`src/rtl/drx_pkg.sv`:
```
package drx_pkg;
    localparam int unsigned DRX_LANES = 2;
    localparam int unsigned DRX_MIN_W = 8;

    typedef enum logic {
        SYNC_FALL_OPENS = 1'b0,
        SYNC_RISE_OPENS = 1'b1
    } sync_pol_e;
endpackage

```
`src/rtl/drx_sync.sv`:
```
module drx_sync #(
    parameter int N = 4
) (
    input  logic         clk,
    input  logic         rst_n,
    input  logic [N-1:0] async_i,
    output logic [N-1:0] sync_o
);
    typedef struct packed {
        logic [N-1:0] s1;
        logic [N-1:0] s2;
    } sy_t;

    sy_t sy_d, sy_q;

    always_comb begin
        sy_d    = sy_q;
        sy_d.s1 = async_i;
        sy_d.s2 = sy_q.s1;
    end

    always_ff @(posedge clk or negedge rst_n) begin
        if (!rst_n) sy_q <= '0;
        else        sy_q <= sy_d;
    end

    assign sync_o = sy_q.s2;
endmodule

```
`src/rtl/drx_lane.sv`:
```
module drx_lane #(
    parameter  int MAX_W = 32,
    localparam int CW    = $clog2(MAX_W + 1)
) (
    input  logic             clk,
    input  logic             rst_n,
    input  logic             en_i,
    input  logic             start_i,
    input  logic             bit_stb_i,
    input  logic             bit_i,
    input  logic [CW-1:0]    len_i,
    output logic [MAX_W-1:0] word_o,
    output logic             valid_o,
    output logic             ferr_o
);
    typedef struct packed {
        logic             armed;
        logic [CW-1:0]    cnt;
        logic [MAX_W-1:0] sh;
        logic [MAX_W-1:0] word;
        logic             valid;
        logic             ferr;
    } ln_t;

    ln_t ln_d, ln_q;

    always_comb begin
        ln_d       = ln_q;
        ln_d.valid = 1'b0;
        ln_d.ferr  = 1'b0;
        if (!en_i) begin
            ln_d.armed = 1'b0;
            ln_d.cnt   = '0;
            ln_d.sh    = '0;
        end else begin
            if (start_i) begin
                // a new frame while bits are pending throws them away
                ln_d.ferr  = ln_q.armed && (ln_q.cnt != '0);
                ln_d.armed = 1'b1;
                ln_d.cnt   = '0;
                ln_d.sh    = '0;
            end
            if (ln_d.armed && bit_stb_i) begin
                ln_d.sh  = {ln_d.sh[MAX_W-2:0], bit_i};
                ln_d.cnt = ln_d.cnt + CW'(1);
                if (ln_d.cnt == len_i) begin
                    ln_d.word  = ln_d.sh;
                    ln_d.valid = 1'b1;
                    ln_d.armed = 1'b0;
                    ln_d.cnt   = '0;
                    ln_d.sh    = '0;
                end
            end
        end
    end

    always_ff @(posedge clk or negedge rst_n) begin
        if (!rst_n) ln_q <= '0;
        else        ln_q <= ln_d;
    end

    assign word_o  = ln_q.word;
    assign valid_o = ln_q.valid;
    assign ferr_o  = ln_q.ferr;
endmodule

```
`src/rtl/dual_lane_rx.sv`:
```
module dual_lane_rx
    import drx_pkg::*;
#(
    parameter  int MAX_W = 32,
    localparam int LEN_W = $clog2(MAX_W + 1)
) (
    input  logic             clk,
    input  logic             rst_n,
    input  logic             sck_i,
    input  logic             sync_i,
    input  logic             d0_i,
    input  logic             d1_i,
    input  logic             en0_i,
    input  logic             en1_i,
    input  logic             cfg_wr_i,
    input  logic             cfg_pol_i,
    input  logic [LEN_W-1:0] cfg_len_i,
    output logic [MAX_W-1:0] word0_o,
    output logic             valid0_o,
    output logic             ferr0_o,
    output logic [MAX_W-1:0] word1_o,
    output logic             valid1_o,
    output logic             ferr1_o
);
    localparam int SYN_N = 2 + DRX_LANES;
    localparam logic [LEN_W-1:0] LEN_LO = LEN_W'(DRX_MIN_W);
    localparam logic [LEN_W-1:0] LEN_HI = LEN_W'(MAX_W);

    typedef struct packed {
        sync_pol_e        pol;
        logic [LEN_W-1:0] len;
        logic             sck_prev;
        logic             sync_prev;
    } top_t;

    top_t top_d, top_q;

    logic [SYN_N-1:0]     syn;
    logic                 sck_s, sync_s;
    logic                 bit_stb, start;
    logic [DRX_LANES-1:0] lane_en, lane_bit, lane_valid, lane_ferr;
    logic [MAX_W-1:0]     lane_word [DRX_LANES];

    drx_sync #(.N(SYN_N)) u_sync (
        .clk    (clk),
        .rst_n  (rst_n),
        .async_i({sck_i, sync_i, d1_i, d0_i}),
        .sync_o (syn)
    );

    assign sck_s    = syn[3];
    assign sync_s   = syn[2];
    assign lane_bit = syn[1:0];
    assign lane_en  = {en1_i, en0_i};

    assign bit_stb = sck_s & ~top_q.sck_prev;
    assign start   = (top_q.pol == SYNC_RISE_OPENS) ? (sync_s & ~top_q.sync_prev)
                                                    : (~sync_s & top_q.sync_prev);

    always_comb begin
        top_d           = top_q;
        top_d.sck_prev  = sck_s;
        top_d.sync_prev = sync_s;
        if (cfg_wr_i) begin
            top_d.pol = sync_pol_e'(cfg_pol_i);
            if (cfg_len_i < LEN_LO)      top_d.len = LEN_LO;
            else if (cfg_len_i > LEN_HI) top_d.len = LEN_HI;
            else                         top_d.len = cfg_len_i;
        end
    end

    always_ff @(posedge clk or negedge rst_n) begin
        if (!rst_n) begin
            top_q.pol       <= SYNC_RISE_OPENS;
            top_q.len       <= LEN_HI;
            top_q.sck_prev  <= 1'b0;
            top_q.sync_prev <= 1'b0;
        end else begin
            top_q <= top_d;
        end
    end

    for (genvar g = 0; g < DRX_LANES; g++) begin : g_lane
        drx_lane #(.MAX_W(MAX_W)) u_lane (
            .clk      (clk),
            .rst_n    (rst_n),
            .en_i     (lane_en[g]),
            .start_i  (start),
            .bit_stb_i(bit_stb),
            .bit_i    (lane_bit[g]),
            .len_i    (top_q.len),
            .word_o   (lane_word[g]),
            .valid_o  (lane_valid[g]),
            .ferr_o   (lane_ferr[g])
        );
    end

    assign word0_o  = lane_word[0];
    assign word1_o  = lane_word[1];
    assign valid0_o = lane_valid[0];
    assign valid1_o = lane_valid[1];
    assign ferr0_o  = lane_ferr[0];
    assign ferr1_o  = lane_ferr[1];
endmodule

```
`config.mk`:
```
export PLATFORM = sky130hd
export DESIGN_NAME = dual_lane_rx
export DESIGN_NICKNAME = d
export VERILOG_FILES = /design/src/rtl/drx_pkg.sv /design/src/rtl/drx_sync.sv /design/src/rtl/drx_lane.sv /design/src/rtl/dual_lane_rx.sv
export SDC_FILE = /design/constraint.sdc
export NUM_CORES = 1
export LEC_CHECK = 0
export ABC_AREA = 1
export BUFFER_PORTS_ARGS = -buffer_cell sky130_fd_sc_hd__clkbuf_2
export CORE_ASPECT_RATIO = 0.5
export CORE_UTILIZATION = 55
export CTS_CLUSTER_DIAMETER = 200
export DETAILED_ROUTE_END_ITERATION = 16
export PLACE_DENSITY = 0.75
export SYNTH_ARGS = -nofsm -noshare
export SYNTH_HDL_FRONTEND = slang
export SYNTH_SLANG_ARGS = --single-unit
```
`constraint.sdc`:
```
create_clock -name clk -period 3.6 [get_ports clk]
set_input_delay 0.54 -clock clk [delete_from_list [all_inputs] [get_ports clk]]
set_output_delay 0.54 -clock clk [all_outputs]
set_load 0.05 [all_outputs]
```
== Word-level counts from Yosys, hierarchy flattened ==
Index checks and enable logic that the tools add are counted.
Word-level totals
  register bits after elaboration: 161
  output and inout port bits: 68
  word-level logic and storage cells: 55
Operators by class
  add/subtract/negate cells: 2
  order comparisons: 2
  eq/ne operators: 2
  mux-type cells: 17
  bitwise gates (word level): 6
  reduce and logical (&&, ||, !) cells: 8
Operators with widths (count)
  72-bit 2-to-1 mux: 4
  39-bit 2-to-1 mux: 6
  6-bit by 1-bit adder with 6-bit output, second input constant: 2
  6-bit == test: 2
  6-bit 2-to-1 mux: 2
  6-bit nonzero test: 2
  6-bit greater-than comparator, second input constant: 1
  6-bit by 4-bit < comparator with 1-bit output, second input constant: 1
  3-bit AND reduction: 2
  1-bit logical AND: 4
  2-bit 2-to-1 mux: 2
  1-bit AND: 3
  1-bit 2-to-1 mux: 3
  1-bit NOT: 3

== Logic depth before layout (Yosys ltp) ==
  depth after elaboration: 10
  gate-level depth with buffers: 18
  gate-level depth less buffers: 16

== Hierarchy ==
From an unflattened synthesis, not the netlist that was laid out.
Second synthesis, totals
  cell total of the unflattened synthesis: 1176
  area, all modules: 8812.2 sq um
By module, submodules not included
  drx_lane: times used 2, cells each 561, area an instance 4115.2 sq um
  dual_lane_rx: times used 1, cells each 46, area an instance 381.6 sq um
  drx_sync: times used 1, cells each 8, area an instance 200.2 sq um

== Worst setup path after synthesis ==
Ideal clock, no wire load.
  kind: register to register
  start point: register top_q[8] (netlist bit)
  end point: register g_lane[1].u_lane.ln_q[38] (netlist bit)
  arrival: 2.296 ns
  required time: 3.488 ns
  setup slack: 1.192 ns
  stages on the path, launching flop included: 17
  path buffers: 2
  clock period less this slack: 2.408 ns
  cell sequence: dfstp_2 nand3_2 buf_4 nand3_1 inv_1 ha_1 xnor2_1 nand3_1 nor2_2 nand2_1 nor2_1 nand2_2 nor2_8 nand2_4 buf_6 nand2_1 inv_2
RTL lines
  from (decl): line dual_lane_rx.sv:36  | top_t top_d, top_q;
  from (signal assigned): line dual_lane_rx.sv:79  | top_q <= top_d;
  to (signal assigned): line drx_lane.sv:59  | else ln_q <= ln_d;
  to (decl): line drx_lane.sv:25  | ln_t ln_d, ln_q;

==> flow_summary.html <==
<table>
<tr><th>Metric</th><th>Value</th></tr>
<tr><th colspan="2">Logic synthesis</th></tr>
<tr><td>Number of warnings reported in the yosys synthesis log</td><td>0</td></tr>
<tr><td>Net count after synthesis</td><td>1099</td></tr>
<tr><td>Count of mapped cells out of synthesis</td><td>1081</td></tr>
<tr><td>EDFF count, synth</td><td>0</td></tr>
<tr><td>Post-synth design cell area</td><td>8410 um2</td></tr>
<tr><td>Async set or reset register ratio after synthesis</td><td>100%</td></tr>
<tr><td>Top flip-flop cell by instance count after synthesis</td><td>sky130_fd_sc_hd__dfrtp_1</td></tr>
<tr><td>Distinct cell type count after synthesis</td><td>31</td></tr>
<tr><td>Top cell type by total area after synthesis</td><td>sky130_fd_sc_hd__dfrtp_1</td></tr>
<tr><td>Cell types occupying the most area after synthesis</td><td>sky130_fd_sc_hd__dfrtp_1, sky130_fd_sc_hd__nand2_1, sky130_fd_sc_hd__buf_4</td></tr>
<tr><td>Most common cell in the synthesized netlist</td><td>sky130_fd_sc_hd__nand2_1</td></tr>
<tr><td>Average cell area after synthesis</td><td>7.78 um2</td></tr>
<tr><td>Most instantiated cells after synthesis</td><td>sky130_fd_sc_hd__nand2_1, sky130_fd_sc_hd__dfrtp_1, sky130_fd_sc_hd__inv_1, sky130_fd_sc_hd__buf_4, sky130_fd_sc_hd__nand4_1</td></tr>
<tr><td>Fraction of synthesized cell area taken by the top area cell type</td><td>47.3%</td></tr>
<tr><td>Number of flip-flops and latches in the synthesized netlist</td><td>161</td></tr>
<tr><td>Sequential cell area fraction in the yosys report</td><td>47.9%</td></tr>
<tr><th colspan="2">Timing</th></tr>
<tr><td>Final sum of negative setup slack</td><td>0 ns</td></tr>
<tr><td>Transition time of the tightest slew-check pin</td><td>0.764 ns</td></tr>
<tr><td>Setup skew after layout</td><td>0.0195 ns</td></tr>
<tr><td>Post-route worst setup slack</td><td>0.469 ns</td></tr>
<tr><td>Ratio of final minimum period to clock period</td><td>87.0%</td></tr>
<tr><td>Worst slew margin</td><td>49.1%</td></tr>
<tr><td>Final setup violating endpoints</td><td>0</td></tr>
<tr><td>Final hold violation count</td><td>0</td></tr>
<tr><td>Maximum frequency from static timing analysis</td><td>319 MHz</td></tr>
<tr><td>Number of pins with negative max-slew slack in the final report</td><td>0</td></tr>
<tr><td>Post-route minimum period</td><td>3.13 ns</td></tr>
<tr><td>Unrepaired setup endpoints after global routing</td><td>false</td></tr>
<tr><th colspan="2">Clocking</th></tr>
<tr><td>Clock tree from TritonCTS</td><td>built</td></tr>
<tr><td>Post-CTS Repair Setup Buffers</td><td>0</td></tr>
<tr><td>Cells resized by post-CTS repair</td><td>0</td></tr>
<tr><td>Number of sinks on the clock net</td><td>161</td></tr>
<tr><td>Post-CTS Hold Buffers</td><td>0</td></tr>
<tr><td>Clock transition time at the flip-flop clock pins of the worst setup and hold paths</td><td>0.07 ns</td></tr>
<tr><td>H-Tree Level Count</td><td>4</td></tr>
<tr><td>Latest clock arrival within the worst-skew pair</td><td>0.43 ns</td></tr>
<tr><td>Clock buffers created by TritonCTS</td><td>17</td></tr>
<tr><td>Number of buffers on the longest clock path</td><td>2</td></tr>
<tr><td>Clock root buffer</td><td>sky130_fd_sc_hd__clkbuf_16</td></tr>
<tr><th colspan="2">Pwr</th></tr>
<tr><td>Static leakage power</td><td>0.00542 uW</td></tr>
<tr><td>Pwr dens</td><td>448 nW/um2</td></tr>
<tr><td>Worst ir drop on vdd</td><td>0.000269 V</td></tr>
<tr><th colspan="2">GRT</th></tr>
<tr><td>Number of antenna violations at the first check in global routing</td><td>0</td></tr>
<tr><td>First-pass GRT wire length</td><td>28.0 mm</td></tr>
<tr><td>Global-route total usage across every layer</td><td>22.5%</td></tr>
<tr><td>Pin count of the biggest net entering global routing</td><td>82</td></tr>
<tr><td>Global route overflow</td><td>0</td></tr>
<tr><td>Vias in the first global route</td><td>5925</td></tr>
<tr><th colspan="2">Die</th></tr>
<tr><td>Area enclosed by the die boundary</td><td>15800 um2</td></tr>
<tr><td>Top Ports</td><td>84</td></tr>
<tr><td>Floorplan die height</td><td>89.4 um</td></tr>
<tr><td>Initial cell density of the core</td><td>57.2%</td></tr>
<tr><td>Row count</td><td>31</td></tr>
<tr><td>Die width</td><td>177 um</td></tr>
<tr><td>Placeable core region</td><td>14700 um2</td></tr>
<tr><th colspan="2">Worst setup path</th></tr>
<tr><td>Worst EP required</td><td>3.90 ns</td></tr>
<tr><td>Critical path startpoint category</td><td>flop</td></tr>
<tr><td>Arrival time of data at the critical path endpoint</td><td>3.44 ns</td></tr>
<tr><td>Class of the most critical setup path</td><td>flop to flop</td></tr>
<tr><td>Crit Path Max Fanout</td><td>36</td></tr>
<tr><td>Type of element capturing the critical path</td><td>flop</td></tr>
<tr><th colspan="2">Route</th></tr>
<tr><td>Total vias in the final route</td><td>6647</td></tr>
<tr><td>Antenna-violating nets left</td><td>0</td></tr>
<tr><td>Average detailed-routed wire length per instance</td><td>13.2 um</td></tr>
<tr><td>Detailed Route WL</td><td>17.0 mm</td></tr>
<tr><td>1st-iter DRT viols</td><td>501</td></tr>
<tr><td>DRT Pass-1 Iters</td><td>7</td></tr>
<tr><td>DRC violation count after routing</td><td>0</td></tr>
<tr><td>Mean number of vias per cell</td><td>5.19</td></tr>
<tr><th colspan="2">Cells and area</th></tr>
<tr><td>Post-synthesis to final-layout area growth</td><td>6.17%</td></tr>
<tr><td>Fraction of final layout cells with drive strength greater than 1</td><td>19.7%</td></tr>
<tr><td>Count of antenna diodes in the layout</td><td>0</td></tr>
<tr><td>Post-layout nets</td><td>1089</td></tr>
<tr><th colspan="2">Outcome</th></tr>
<tr><td>Run status</td><td>finished, final reports clean</td></tr>
<tr><th colspan="2">Placed design</th></tr>
<tr><td>HPWL after DPL</td><td>10.9 mm</td></tr>
<tr><td>Post-placement worst setup slack</td><td>0.488 ns</td></tr>
<tr><td>Weighted congestion reported at the end of routability-driven placement</td><td>0.859</td></tr>
<tr><td>IO buf count</td><td>83</td></tr>
<tr><th colspan="2">Worst hold path</th></tr>
<tr><td>Path category of the worst min-delay check</td><td>input port to asynchronous set/reset pin</td></tr>
<tr><th colspan="2">Job</th></tr>
<tr><td>Number of max-capacitance violations reported</td><td>0</td></tr>
</table>
-- kinds of logic after synthesis --
group / count (synthesis) / synth area share, %
AO/OA/AOI/OAI: 146 / 8.91
XOR/XNOR: 2 / 0.208
adder cells (fa/ha/maj): 2 / 0.298
buffers and inverters: 298 / 17.4
flip-flops: 161 / 47.9
AND/OR/NAND/NOR: 472 / 25.2
-- report_power, final --
group | leakage (uW) | internal (uW) | switching (uW)
Sequential | 0.00219 | 1870 | 32.4
Clock | 0.000247 | 911 | 773
Combinational | 0.00298 | 105 | 305
-- final timing paths --
kind / start / end / slack, ns / cells after the start
max in group asynchronous: rst_n / g_lane[0].u_lane.word_o[19]$_DFFE_PN0P_ / 2.61 / 2
max: top_q[8]$_DFFE_PN1P_ / g_lane[0].u_lane.ln_q[64]$_DFF_PN0_ / 0.47 / 14
min reg2reg: u_sync.sy_d[3]$_DFF_PN0_ / u_sync.sync_o[3]$_DFF_PN0_ / 0.35 / 0
max reg2reg: top_q[8]$_DFFE_PN1P_ / g_lane[0].u_lane.ln_q[64]$_DFF_PN0_ / 0.47 / 14
min in group clk: sync_i / u_sync.sy_d[2]$_DFF_PN0_ / 0.23 / 1
min: rst_n / g_lane[0].u_lane.word_o[26]$_DFFE_PN0P_ / 0.15 / 1
-- cells in the final DEF (no fill, tap or decap), types with 2 or more instances in the layout --
master                       count
sky130_fd_sc_hd__inv_1         108
sky130_fd_sc_hd__xnor2_1         2
sky130_fd_sc_hd__a2111oi_0       2
sky130_fd_sc_hd__ha_1            2
sky130_fd_sc_hd__nor4_1          2
sky130_fd_sc_hd__buf_4          15
sky130_fd_sc_hd__nand2_1       311
sky130_fd_sc_hd__nand2_4         3
sky130_fd_sc_hd__dfstp_2         2
sky130_fd_sc_hd__nor2_1         27
sky130_fd_sc_hd__clkbuf_2       82
sky130_fd_sc_hd__o21ai_0        72
sky130_fd_sc_hd__nand4_2         2
sky130_fd_sc_hd__inv_6           4
sky130_fd_sc_hd__nand2_2         7
sky130_fd_sc_hd__a211oi_1        2
sky130_fd_sc_hd__clkinvlp_4      6
sky130_fd_sc_hd__clkbuf_16      17
sky130_fd_sc_hd__inv_2          61
sky130_fd_sc_hd__a21oi_1        68
sky130_fd_sc_hd__nor2_2          2
sky130_fd_sc_hd__nand4_1        74
sky130_fd_sc_hd__nand3_1        37
sky130_fd_sc_hd__nand3_2         4
sky130_fd_sc_hd__dfrtp_1       159
-- critical path: stages (launching register included) --
cell and delay (ns):
sky130_fd_sc_hd__dfstp_2 0.55, sky130_fd_sc_hd__nand3_2 0.27, sky130_fd_sc_hd__nand3_1 0.24, sky130_fd_sc_hd__inv_1 0.08
sky130_fd_sc_hd__ha_1 0.32, sky130_fd_sc_hd__xnor2_1 0.17, sky130_fd_sc_hd__nand3_1 0.09, sky130_fd_sc_hd__nor2_1 0.16
sky130_fd_sc_hd__nand2_1 0.06, sky130_fd_sc_hd__nor2_1 0.08, sky130_fd_sc_hd__nand2_1 0.09, sky130_fd_sc_hd__nor2_4 0.31
sky130_fd_sc_hd__nand2_4 0.32, sky130_fd_sc_hd__nand2_1 0.21, sky130_fd_sc_hd__nor2_1 0.05
-- through the flow --
stage	std cells	power [uW]	hold slack [ns]	util (%)	instance area (um2)
final	1281	4000	0.146	60.7	8930
after global routing	1281	4150	0.198	60.7	8930
after CTS	1281	4020	0.184	60.7	8930
after detailed placement	1250	2340	0.336	57.0	8390
after global placement	1250	2340	0.338	57.0	8390
after floorplan	1081	2230	0.244	-	8410
-- flip-flops by register name, summed over array words and instances (netlist names) --
name / cells
g_lane.u_lane.ferr_o: 2
g_lane.u_lane.ln_q: 76
g_lane.u_lane.valid_o: 2
g_lane.u_lane.word_o: 64
top_q: 9
u_sync.sy_d: 4
u_sync.sync_o: 4
-- layer usage --
layer / vias up / GRT usage, % / part of all wire [%]
met3: 21 / 4.04 / 4.5
met2: 171 / 37.3 / 46
met4: 0 / 6.19 / 0.81
li1: 3329 / - / -
met5: - / 0 / 0
met1: 3126 / 30.7 / 49
-- final cells by class --
class                           count  area, um2
Clock buffer                       19        443
Clock inverter                     12        100
Multi-Input combinational cell    622       2910
Timing Repair Buffer               99        554
Sequential cell                   161       4030
Fill cell                        1290       5770
Tap cell                          198        248
Inverter                          170        638
Note: power is estimated with default switching activity, not from simulation.
